[config.mk]
export PLATFORM = sky130hd
export DESIGN_NAME = hptr_update
export DESIGN_NICKNAME = d
export VERILOG_FILES = /design/src/rtl/hptr_pkg.sv /design/src/rtl/hptr_arith.sv /design/src/rtl/hptr_select.sv /design/src/rtl/hptr_reg.sv /design/src/rtl/hptr_update.sv
export SDC_FILE = /design/constraint.sdc
export NUM_CORES = 1
export LEC_CHECK = 0
export ABC_AREA = 1
export BUFFER_PORTS_ARGS = -buffer_cell sky130_fd_sc_hd__clkbuf_2
export CORE_UTILIZATION = 50
export DETAILED_ROUTE_END_ITERATION = 12
export MAX_ROUTING_LAYER = met4
export PLACE_DENSITY = 0.76
export SYNTH_ARGS = -nofsm -noshare
export SYNTH_HDL_FRONTEND = slang
export SYNTH_SLANG_ARGS = --single-unit
[constraint.sdc]
create_clock -name clk -period 3.9 [get_ports clk]
set_input_delay 0.78 -clock clk [delete_from_list [all_inputs] [get_ports clk]]
set_output_delay 0.78 -clock clk [all_outputs]
set_load 0.02 [all_outputs]
[src/rtl/hptr_pkg.sv]
package hptr_pkg;

  localparam int HP_BW  = 8;
  localparam int HP_OPW = 5;

  typedef enum logic [HP_OPW-1:0] {
    OP_NONE     = 5'd0,
    OP_ADDR_INC = 5'd1,
    OP_ACC_HI   = 5'd2,
    OP_EXSP     = 5'd3,
    OP_ROT_HL   = 5'd4,
    OP_ARITH16  = 5'd5,
    OP_TARGET   = 5'd6,
    OP_IN_IMM   = 5'd7,
    OP_IO_C     = 5'd8,
    OP_CMP_INC  = 5'd9,
    OP_CMP_DEC  = 5'd10,
    OP_CMPR_INC = 5'd11,
    OP_CMPR_DEC = 5'd12,
    OP_MOVE_RPT = 5'd13,
    OP_INP_INC  = 5'd14,
    OP_INP_DEC  = 5'd15,
    OP_OUTP_INC = 5'd16,
    OP_OUTP_DEC = 5'd17,
    OP_INDEXED  = 5'd18
  } hop_e;

endpackage

[src/rtl/hptr_arith.sv]
module hptr_arith #(
  parameter int BW = hptr_pkg::HP_BW,
  localparam int AW = 2 * BW
) (
  input  logic [AW-1:0] cur,
  input  logic [AW-1:0] opnd_addr,
  input  logic [AW-1:0] opnd_pair,
  input  logic [BW-1:0] opnd_acc,
  input  logic [AW-1:0] opnd_bc,
  input  logic [AW-1:0] opnd_hl,
  input  logic [AW-1:0] opnd_pc,
  input  logic [BW-1:0] opnd_port,
  input  logic [AW-1:0] opnd_base,
  input  logic [BW-1:0] opnd_disp,
  input  logic          hi_zero,
  output logic [AW-1:0] c_addr_inc,
  output logic [AW-1:0] c_acc_hi,
  output logic [AW-1:0] c_pair_inc,
  output logic [AW-1:0] c_hl_inc,
  output logic [AW-1:0] c_in_imm,
  output logic [AW-1:0] c_bc_inc,
  output logic [AW-1:0] c_bc_dec,
  output logic [AW-1:0] c_bdec_inc,
  output logic [AW-1:0] c_bdec_dec,
  output logic [AW-1:0] c_cur_inc,
  output logic [AW-1:0] c_cur_dec,
  output logic [AW-1:0] c_pc_inc,
  output logic [AW-1:0] c_indexed,
  output logic          bc_is_one
);

  localparam logic [AW-1:0] ONE_W = AW'(1);
  localparam logic [BW-1:0] ONE_B = BW'(1);

  logic [BW-1:0] b_minus;
  logic [AW-1:0] bc_after;
  logic [AW-1:0] disp_ext;
  logic [BW-1:0] hi_src;

  always_comb begin
    b_minus    = opnd_bc[AW-1:BW] - ONE_B;
    bc_after   = {b_minus, opnd_bc[BW-1:0]};
    disp_ext   = {{BW{opnd_disp[BW-1]}}, opnd_disp};
    hi_src     = hi_zero ? '0 : opnd_acc;

    c_addr_inc = opnd_addr + ONE_W;
    c_acc_hi   = {hi_src, c_addr_inc[BW-1:0]};
    c_pair_inc = opnd_pair + ONE_W;
    c_hl_inc   = opnd_hl + ONE_W;
    c_in_imm   = {opnd_acc, {BW{1'b0}}} + {{BW{1'b0}}, opnd_port} + ONE_W;
    c_bc_inc   = opnd_bc + ONE_W;
    c_bc_dec   = opnd_bc - ONE_W;
    c_bdec_inc = bc_after + ONE_W;
    c_bdec_dec = bc_after - ONE_W;
    c_cur_inc  = cur + ONE_W;
    c_cur_dec  = cur - ONE_W;
    c_pc_inc   = opnd_pc + ONE_W;
    c_indexed  = opnd_base + disp_ext;
    bc_is_one  = (opnd_bc == ONE_W);
  end

endmodule

[src/rtl/hptr_select.sv]
module hptr_select #(
  parameter int BW = hptr_pkg::HP_BW,
  localparam int AW = 2 * BW,
  localparam int OPW = hptr_pkg::HP_OPW
) (
  input  logic [OPW-1:0] op,
  input  logic [AW-1:0]  cur,
  input  logic [AW-1:0]  opnd_addr,
  input  logic [AW-1:0]  opnd_pair,
  input  logic           cmp_match,
  input  logic           bc_is_one,
  input  logic [AW-1:0]  c_addr_inc,
  input  logic [AW-1:0]  c_acc_hi,
  input  logic [AW-1:0]  c_pair_inc,
  input  logic [AW-1:0]  c_hl_inc,
  input  logic [AW-1:0]  c_in_imm,
  input  logic [AW-1:0]  c_bc_inc,
  input  logic [AW-1:0]  c_bc_dec,
  input  logic [AW-1:0]  c_bdec_inc,
  input  logic [AW-1:0]  c_bdec_dec,
  input  logic [AW-1:0]  c_cur_inc,
  input  logic [AW-1:0]  c_cur_dec,
  input  logic [AW-1:0]  c_pc_inc,
  input  logic [AW-1:0]  c_indexed,
  output logic [AW-1:0]  nxt
);

  import hptr_pkg::*;

  logic rpt_stop;

  always_comb begin
    rpt_stop = bc_is_one | cmp_match;
    nxt      = cur;
    case (op)
      OP_ADDR_INC: nxt = c_addr_inc;
      OP_ACC_HI:   nxt = c_acc_hi;
      OP_EXSP:     nxt = opnd_pair;
      OP_ROT_HL:   nxt = c_hl_inc;
      OP_ARITH16:  nxt = c_pair_inc;
      OP_TARGET:   nxt = opnd_addr;
      OP_IN_IMM:   nxt = c_in_imm;
      OP_IO_C:     nxt = c_bc_inc;
      OP_CMP_INC:  nxt = c_cur_inc;
      OP_CMP_DEC:  nxt = c_cur_dec;
      OP_CMPR_INC: nxt = rpt_stop ? c_cur_inc : c_pc_inc;
      OP_CMPR_DEC: nxt = rpt_stop ? c_cur_dec : c_pc_inc;
      OP_MOVE_RPT: nxt = bc_is_one ? cur : c_pc_inc;
      OP_INP_INC:  nxt = c_bc_inc;
      OP_INP_DEC:  nxt = c_bc_dec;
      OP_OUTP_INC: nxt = c_bdec_inc;
      OP_OUTP_DEC: nxt = c_bdec_dec;
      OP_INDEXED:  nxt = c_indexed;
      default:     nxt = cur;
    endcase
  end

endmodule

[src/rtl/hptr_reg.sv]
module hptr_reg #(
  parameter int AW = 16
) (
  input  logic          clk,
  input  logic          rst,
  input  logic          host_we,
  input  logic [AW-1:0] host_wdata,
  input  logic          upd_valid,
  input  logic [AW-1:0] nxt,
  output logic [AW-1:0] q
);

  always_ff @(posedge clk) begin
    if (rst)            q <= '0;
    else if (host_we)   q <= host_wdata;
    else if (upd_valid) q <= nxt;
  end

endmodule

[src/rtl/hptr_update.sv]
module hptr_update #(
  parameter int BW = hptr_pkg::HP_BW,
  localparam int AW = 2 * BW,
  localparam int OPW = hptr_pkg::HP_OPW
) (
  input  logic           clk,
  input  logic           rst,
  input  logic           upd_valid,
  input  logic [OPW-1:0] upd_op,
  input  logic [AW-1:0]  opnd_addr,
  input  logic [AW-1:0]  opnd_pair,
  input  logic [BW-1:0]  opnd_acc,
  input  logic [AW-1:0]  opnd_bc,
  input  logic [AW-1:0]  opnd_hl,
  input  logic [AW-1:0]  opnd_pc,
  input  logic [BW-1:0]  opnd_port,
  input  logic [AW-1:0]  opnd_base,
  input  logic [BW-1:0]  opnd_disp,
  input  logic           cmp_match,
  input  logic           hi_zero,
  input  logic           host_we,
  input  logic [AW-1:0]  host_wdata,
  output logic [AW-1:0]  latch_q
);

  logic [AW-1:0] c_addr_inc, c_acc_hi, c_pair_inc, c_hl_inc, c_in_imm;
  logic [AW-1:0] c_bc_inc, c_bc_dec, c_bdec_inc, c_bdec_dec;
  logic [AW-1:0] c_cur_inc, c_cur_dec, c_pc_inc, c_indexed;
  logic          bc_is_one;
  logic [AW-1:0] nxt;

  hptr_arith #(.BW(BW)) u_arith (
    .cur(latch_q), .opnd_addr(opnd_addr), .opnd_pair(opnd_pair),
    .opnd_acc(opnd_acc), .opnd_bc(opnd_bc), .opnd_hl(opnd_hl),
    .opnd_pc(opnd_pc), .opnd_port(opnd_port), .opnd_base(opnd_base),
    .opnd_disp(opnd_disp), .hi_zero(hi_zero),
    .c_addr_inc(c_addr_inc), .c_acc_hi(c_acc_hi), .c_pair_inc(c_pair_inc),
    .c_hl_inc(c_hl_inc), .c_in_imm(c_in_imm), .c_bc_inc(c_bc_inc),
    .c_bc_dec(c_bc_dec), .c_bdec_inc(c_bdec_inc), .c_bdec_dec(c_bdec_dec),
    .c_cur_inc(c_cur_inc), .c_cur_dec(c_cur_dec), .c_pc_inc(c_pc_inc),
    .c_indexed(c_indexed), .bc_is_one(bc_is_one)
  );

  hptr_select #(.BW(BW)) u_select (
    .op(upd_op), .cur(latch_q), .opnd_addr(opnd_addr), .opnd_pair(opnd_pair),
    .cmp_match(cmp_match), .bc_is_one(bc_is_one),
    .c_addr_inc(c_addr_inc), .c_acc_hi(c_acc_hi), .c_pair_inc(c_pair_inc),
    .c_hl_inc(c_hl_inc), .c_in_imm(c_in_imm), .c_bc_inc(c_bc_inc),
    .c_bc_dec(c_bc_dec), .c_bdec_inc(c_bdec_inc), .c_bdec_dec(c_bdec_dec),
    .c_cur_inc(c_cur_inc), .c_cur_dec(c_cur_dec), .c_pc_inc(c_pc_inc),
    .c_indexed(c_indexed), .nxt(nxt)
  );

  hptr_reg #(.AW(AW)) u_reg (
    .clk(clk), .rst(rst), .host_we(host_we), .host_wdata(host_wdata),
    .upd_valid(upd_valid), .nxt(nxt), .q(latch_q)
  );

endmodule

Word-level counts from Yosys, hierarchy flattened
Cells that the tools add are included.
Storage, ports and cells
  register bits: 16
  output and inout port bits: 16
Operators by class
  eq/ne operators: 20
  $add $sub $neg: 14
  multiplexer cells: 7
  reduce and logical (&&, ||, !) cells: 4
  bitwise gates (word level): 1
Operators by type and width (count)
  $pmux W16 S17: 1
  $add A16 B1 Y16 const B: 8
  $mux W16: 5
  $sub A16 B1 Y16 const B: 3
  $eq A5 B4 Y1 const B: 8
  $eq A5 B3 Y1 const B: 4
  $reduce_bool A18 Y1: 1
  $add A16 B16 Y16: 1
  $add A16 B8 Y16: 1
  $eq A16 B1 Y1 const B: 1
  $eq A5 B5 Y1 const B: 3
  $eq A5 B2 Y1 const B: 2
  $mux W8: 1
  $sub A8 B1 Y8 const B: 1
  $eq A5 B1 Y1 const B: 1
  $ne A3 B3 Y1 const B: 1
  $reduce_and A3 Y1: 1
  $reduce_bool A2 Y1: 1
  $reduce_or A2 Y1: 1
  $or A1 B1 Y1: 1

Longest topological paths before layout
  word-level depth: 6
  mapped depth: 20

Modules after synthesis
From an unflattened synthesis, not the netlist that was laid out.
Second synthesis, totals
  cells, all modules: 1590
  area, all modules: 8226.6 um^2
Modules (own cells, without submodules)
  hptr_arith: area each 4244.1 um^2, sequential area each 0.0 um^2, times used 1, cells an instance 725
  hptr_select: area each 3175.5 um^2, sequential area each 0.0 um^2, times used 1, cells an instance 743
  hptr_reg: area each 807.0 um^2, sequential area each 320.3 um^2, times used 1, cells an instance 122

Worst setup path before layout
Ideal clock, no wire load.
  path type: in2reg
  start: input opnd_bc[8]
  end: register u_reg.q[15]
  data required time: 3.768 ns
  stages: 17
  setup time: 0.132 ns
  path slack: 0.908 ns
  arrival: 2.860 ns
  cells stage by stage: clkbuf_1 -> inv_1 -> ha_1 -> nand2_1 -> xor2_1 -> ha_1 -> a21o_1 -> a21oi_1 -> o21bai_1 -> a21oi_1 -> nand3_1 -> nand3_1 -> nand3_1 -> nand2_1 -> nand2_1 -> nand2_1 -> a21oi_2
On the way
  longest elaborated chain between the ends: 6
  elaborated cells on any way between the ends: 14
  those cells by class: 5 x add/sub; 2 x eq/ne; 5 x mux; 1 x bitwise; 1 x reduce/logical
RTL lines
  start, declared: RTL line hptr_update.sv:13  | input logic [AW-1:0] opnd_bc,
  branches (longest 6 deep; another with $sub A16 B1 Y16)
  end signal, assigned: RTL line hptr_reg.sv:15  | else if (host_we) q <= host_wdata;
  end signal, assigned: RTL line hptr_reg.sv:16  | else if (upd_valid) q <= nxt;
  end, declared: RTL line hptr_reg.sv:10  | output logic [AW-1:0] q
Several ways; the timed one is not identified. The select of a mux whose other input is x is not followed.
A chain may end at the register's enable or synchronous reset.

Final worst setup path
  start: input opnd_bc[8]
  end: register u_reg.q[13]
The elaborated chain is that of the path after synthesis.

==> qor.yml <==
setup_path:
  r2r-start: "u_reg.q[0]"
  cpMostUsedCell: "nand2_1"
  crit_chain: "clkbuf_2 > inv_1 > ha_1 > nand2_1 > xor2_1 > ha_1 > nand2_1 > nor2_1 > nor3b_1 > nand2_1 > nand2_1 > nand2_1 > nand3_1 > nand2_1 > nor2_1 > nand3_1 > nand2_1 > a21oi_1"
  critPathMaxFanout: 9
  critPathSlowestCell: "ha_1"
  worst-path-stages: 18
  cp_data_arrival_time_ns: 3.39
  critPathRequiredTime_ns: 4.03
  path_class: "primary input to register"
  cp-end-kind: "register"
  reg2reg_depth: 13
  crit_buf_inv: 2
  crit_path_start: "opnd_bc[8]"
  path_delay_family: "simple AND/OR/NAND/NOR gates"
  start_kind: "primary input"
  critPathMaxStageDelay_ns: 0.34
cts:
  numCtsBuffers: 3
  cts.sinks: 16
  cts_resized: 0
  htreeDepth: 1
  cts_tree: "done"
  clk_latency_ns: 0.25
  clkSlewWorstSetupHoldPaths_ns: 0.05
  cts-root-buf: "clkbuf_16"
  postCtsSetupRepairBufs: 0
  cts_hold_buf: 0
  cts.path.max_buffers: 2
floorplan:
  start_util_pct: 52.22
  core_area_um2: 12260
  core.rowCount: 40
  die_w_um: 115.2
  ios: 163
  dieArea_um2: 13260
  die_y_um: 115.2
hold_path:
  worstHoldPathCells: 2
  hold_start: "u_reg.q[1]"
  worstHoldPathType: "register to register"
job:
  cap_violations: 0
final_layout:
  reg_top3: "u_reg.q: 16 flops"
  insertedDiodeCount: 0
  area_growth_pct: 16.71
  layout-drive-gt1-share_pct: 16.81
  fin_nets: 1573
  largest_reg_flops: 16
  top_register: "u_reg.q"
  utilization_pct: 60.95
global_route:
  grt_pass1_vias: 7932
  grt.met2_usage_pct: 68.67
  antenna_found_initial: 0
  grtUsageMet3_pct: 6.484
  grt_pass1_wl_um: 42880
  grt_util_all_layers_pct: 43.61
  grt_max_degree: 20
  use_met1_pct: 56.93
  top_usage_layer: "met2"
  grt_overflow: 0
synthesis:
  synthesis.instances: 1238
  ys_warn_count: 0
  yosys.area_share.adder_pct: 6.370
  async_flop_share_pct: 0
  ys_seq_area_share_pct: 5.002
  synth-edff-count: 0
  yosys.area.top_type: "nand2_1"
  synth-xor-area-share_pct: 5.744
  synth_seq_cells: 16
  syn_area_um2: 6404
  synth-compound-area-share_pct: 22.47
  synth_top_family_by_area: "simple AND/OR/NAND/NOR gates"
  ys.flop_type: "dfxtp_1"
  synth_nets: 1417
  yosys.area_share.simple_pct: 47.40
  syn_avg_cell_area_um2: 5.173
  synth_area_leaders: "nand2_1 (16%), nor2_1 (11%), inv_1 (10%)"
  synth_cell_type_count: 50
  synth_top_area_share_pct: 16.00
  synthMuxAreaShare_pct: 0
timing:
  fin_setup_tns_ns: 0
  finalMaxSlewViolations: 0
  finalWorstSetupSlack_ns: 0.6436
  finalCriticalPeriod_ns: 3.256
  max_slew.worst_pin.slew_ns: 0.6253
  clock.fmax_ghz: 0.3071
  slew_headroom_pct: 57.79
  finClkSkew_ns: 0.004408
  setup_viol: 0
  rsz0062_at_grt: "no"
  fin_crit_sh_pct: 83.50
  hold_violations: 0
place:
  port_buffers: 162
  dp_slack_ns: 0.4966
  gp_congestion: 1.082
  dp_hpwl_um: 24020
detailed_routing:
  vias: 9059
  avgViaCountPerCell: 5.807
  drt-initial-drc-count: 1299
  wire_per_inst_um: 17.96
  drc: 0
  drt-pass1-iter-count: 6
  ant_nets: 0
  finalWirelength_um: 28020
power_and_ir_drop:
  peakVddDrop_v: 0.0001522
  p_per_area_nw_per_um2: 160.5
  power.total_mw: 1.199
  p_leak_nw: 3.873
status:
  status: "completed"
==> layout make-up <==
type	count	area, µm²
multi-input cells	1009	5250
well taps	168	210.2
flip-flops and latches	16	320.3
inverters	189	709.4
repair buffers	175	908.4
clock buffers	3	75.07
fillers	1309	4788
==> tightest hold or removal path, delay by kind of cell (launching register included) <==
kind             cells  cell delay [ns]
AND/OR/NAND/NOR      1             0.09
flip-flops           1             0.35
AO/OA/AOI/OAI        1             0.08
==> report_power, final <==
group | internal (mW) | switching [mW] | total (mW)
Sequential | 0.180 | 0.0378 | 0.218
Clock | 0.135 | 0.0695 | 0.205
Combinational | 0.263 | 0.514 | 0.777
==> metal layers <==
layer | part of all wire, % | up-vias | routed length (µm)
met5 | 0 | - | 0
met2 | 43 | 620 | 11970
met3 | 12 | 97 | 3419
met1 | 41 | 3942 | 11470
li1 | - | 4400 | -
met4 | 4.1 | 0 | 1162
==> stage by stage <==
stage               cells  hold WS (ns)  instance area [µm²]
floorplan            1238        0.5860                 6404
global placement     1557        0.5400                 7398
detailed placement   1557        0.5580                 7398
CTS                  1560        0.5656                 7473
global route         1560        0.5909                 7473
finish               1560        0.5805                 7473
==> synth_stat cells (2+ instances only) <==
library cell / n
a211oi_1: 4
a21o_1: 2
a21oi_1: 89
a21oi_2: 3
a31oi_1: 9
buf_2: 6
buf_6: 3
clkbuf_1: 13
clkinv_1: 3
dfxtp_1: 16
ha_1: 31
inv_1: 178
inv_2: 8
nand2_1: 273
nand2_2: 8
nand3_1: 114
nand3_2: 7
nand3b_1: 8
nand4_1: 22
nor2_1: 183
nor2_2: 13
nor2_4: 8
nor3_1: 34
nor3b_1: 2
nor4_1: 2
o2111ai_1: 6
o211ai_1: 12
o21a_1: 3
o21ai_0: 92
o21ai_1: 6
o21bai_1: 6
o221ai_1: 3
o22ai_1: 7
o31ai_1: 4
or2_2: 5
xnor2_1: 8
xor2_1: 34
==> placed cells by master (no fill, tap or decap), types with 7 or more instances in the layout <==
cell / netlist / layout
a21oi_1: 89 / 89
a31oi_1: 9 / 9
xnor2_1: 8 / 8
dfxtp_1: 16 / 16
inv_2: 8 / 8
o211ai_1: 12 / 12
nor2_4: 8 / 8
nand2_2: 8 / 8
nor2_1: 183 / 183
nor2_2: 13 / 13
clkbuf_2: 0 / 162
nand3_1: 114 / 114
o22ai_1: 7 / 7
nand4_1: 22 / 22
xor2_1: 34 / 34
o21ai_0: 92 / 92
nor3_1: 34 / 34
nand3b_1: 8 / 8
ha_1: 31 / 31
inv_1: 178 / 178
buf_4: 1 / 13
nand2_1: 273 / 273
nand3_2: 7 / 7
==> cells by family after synthesis <==
family	count (synthesis)
AND/OR/NAND/NOR	682
AO/OA/AOI/OAI	253
buffers and inverters	213
XOR/XNOR	42
adder cells (fa/ha/maj)	32
flip-flops	16
==> final timing paths <==
path	slack, ns	endpoint
setup / recovery	0.64	u_reg.q[13]
hold / removal	0.58	u_reg.q[1]
setup reg to reg	1.30	u_reg.q[14]
hold reg to reg	0.58	u_reg.q[1]
Note: power is estimated with default switching activity, not from simulation.
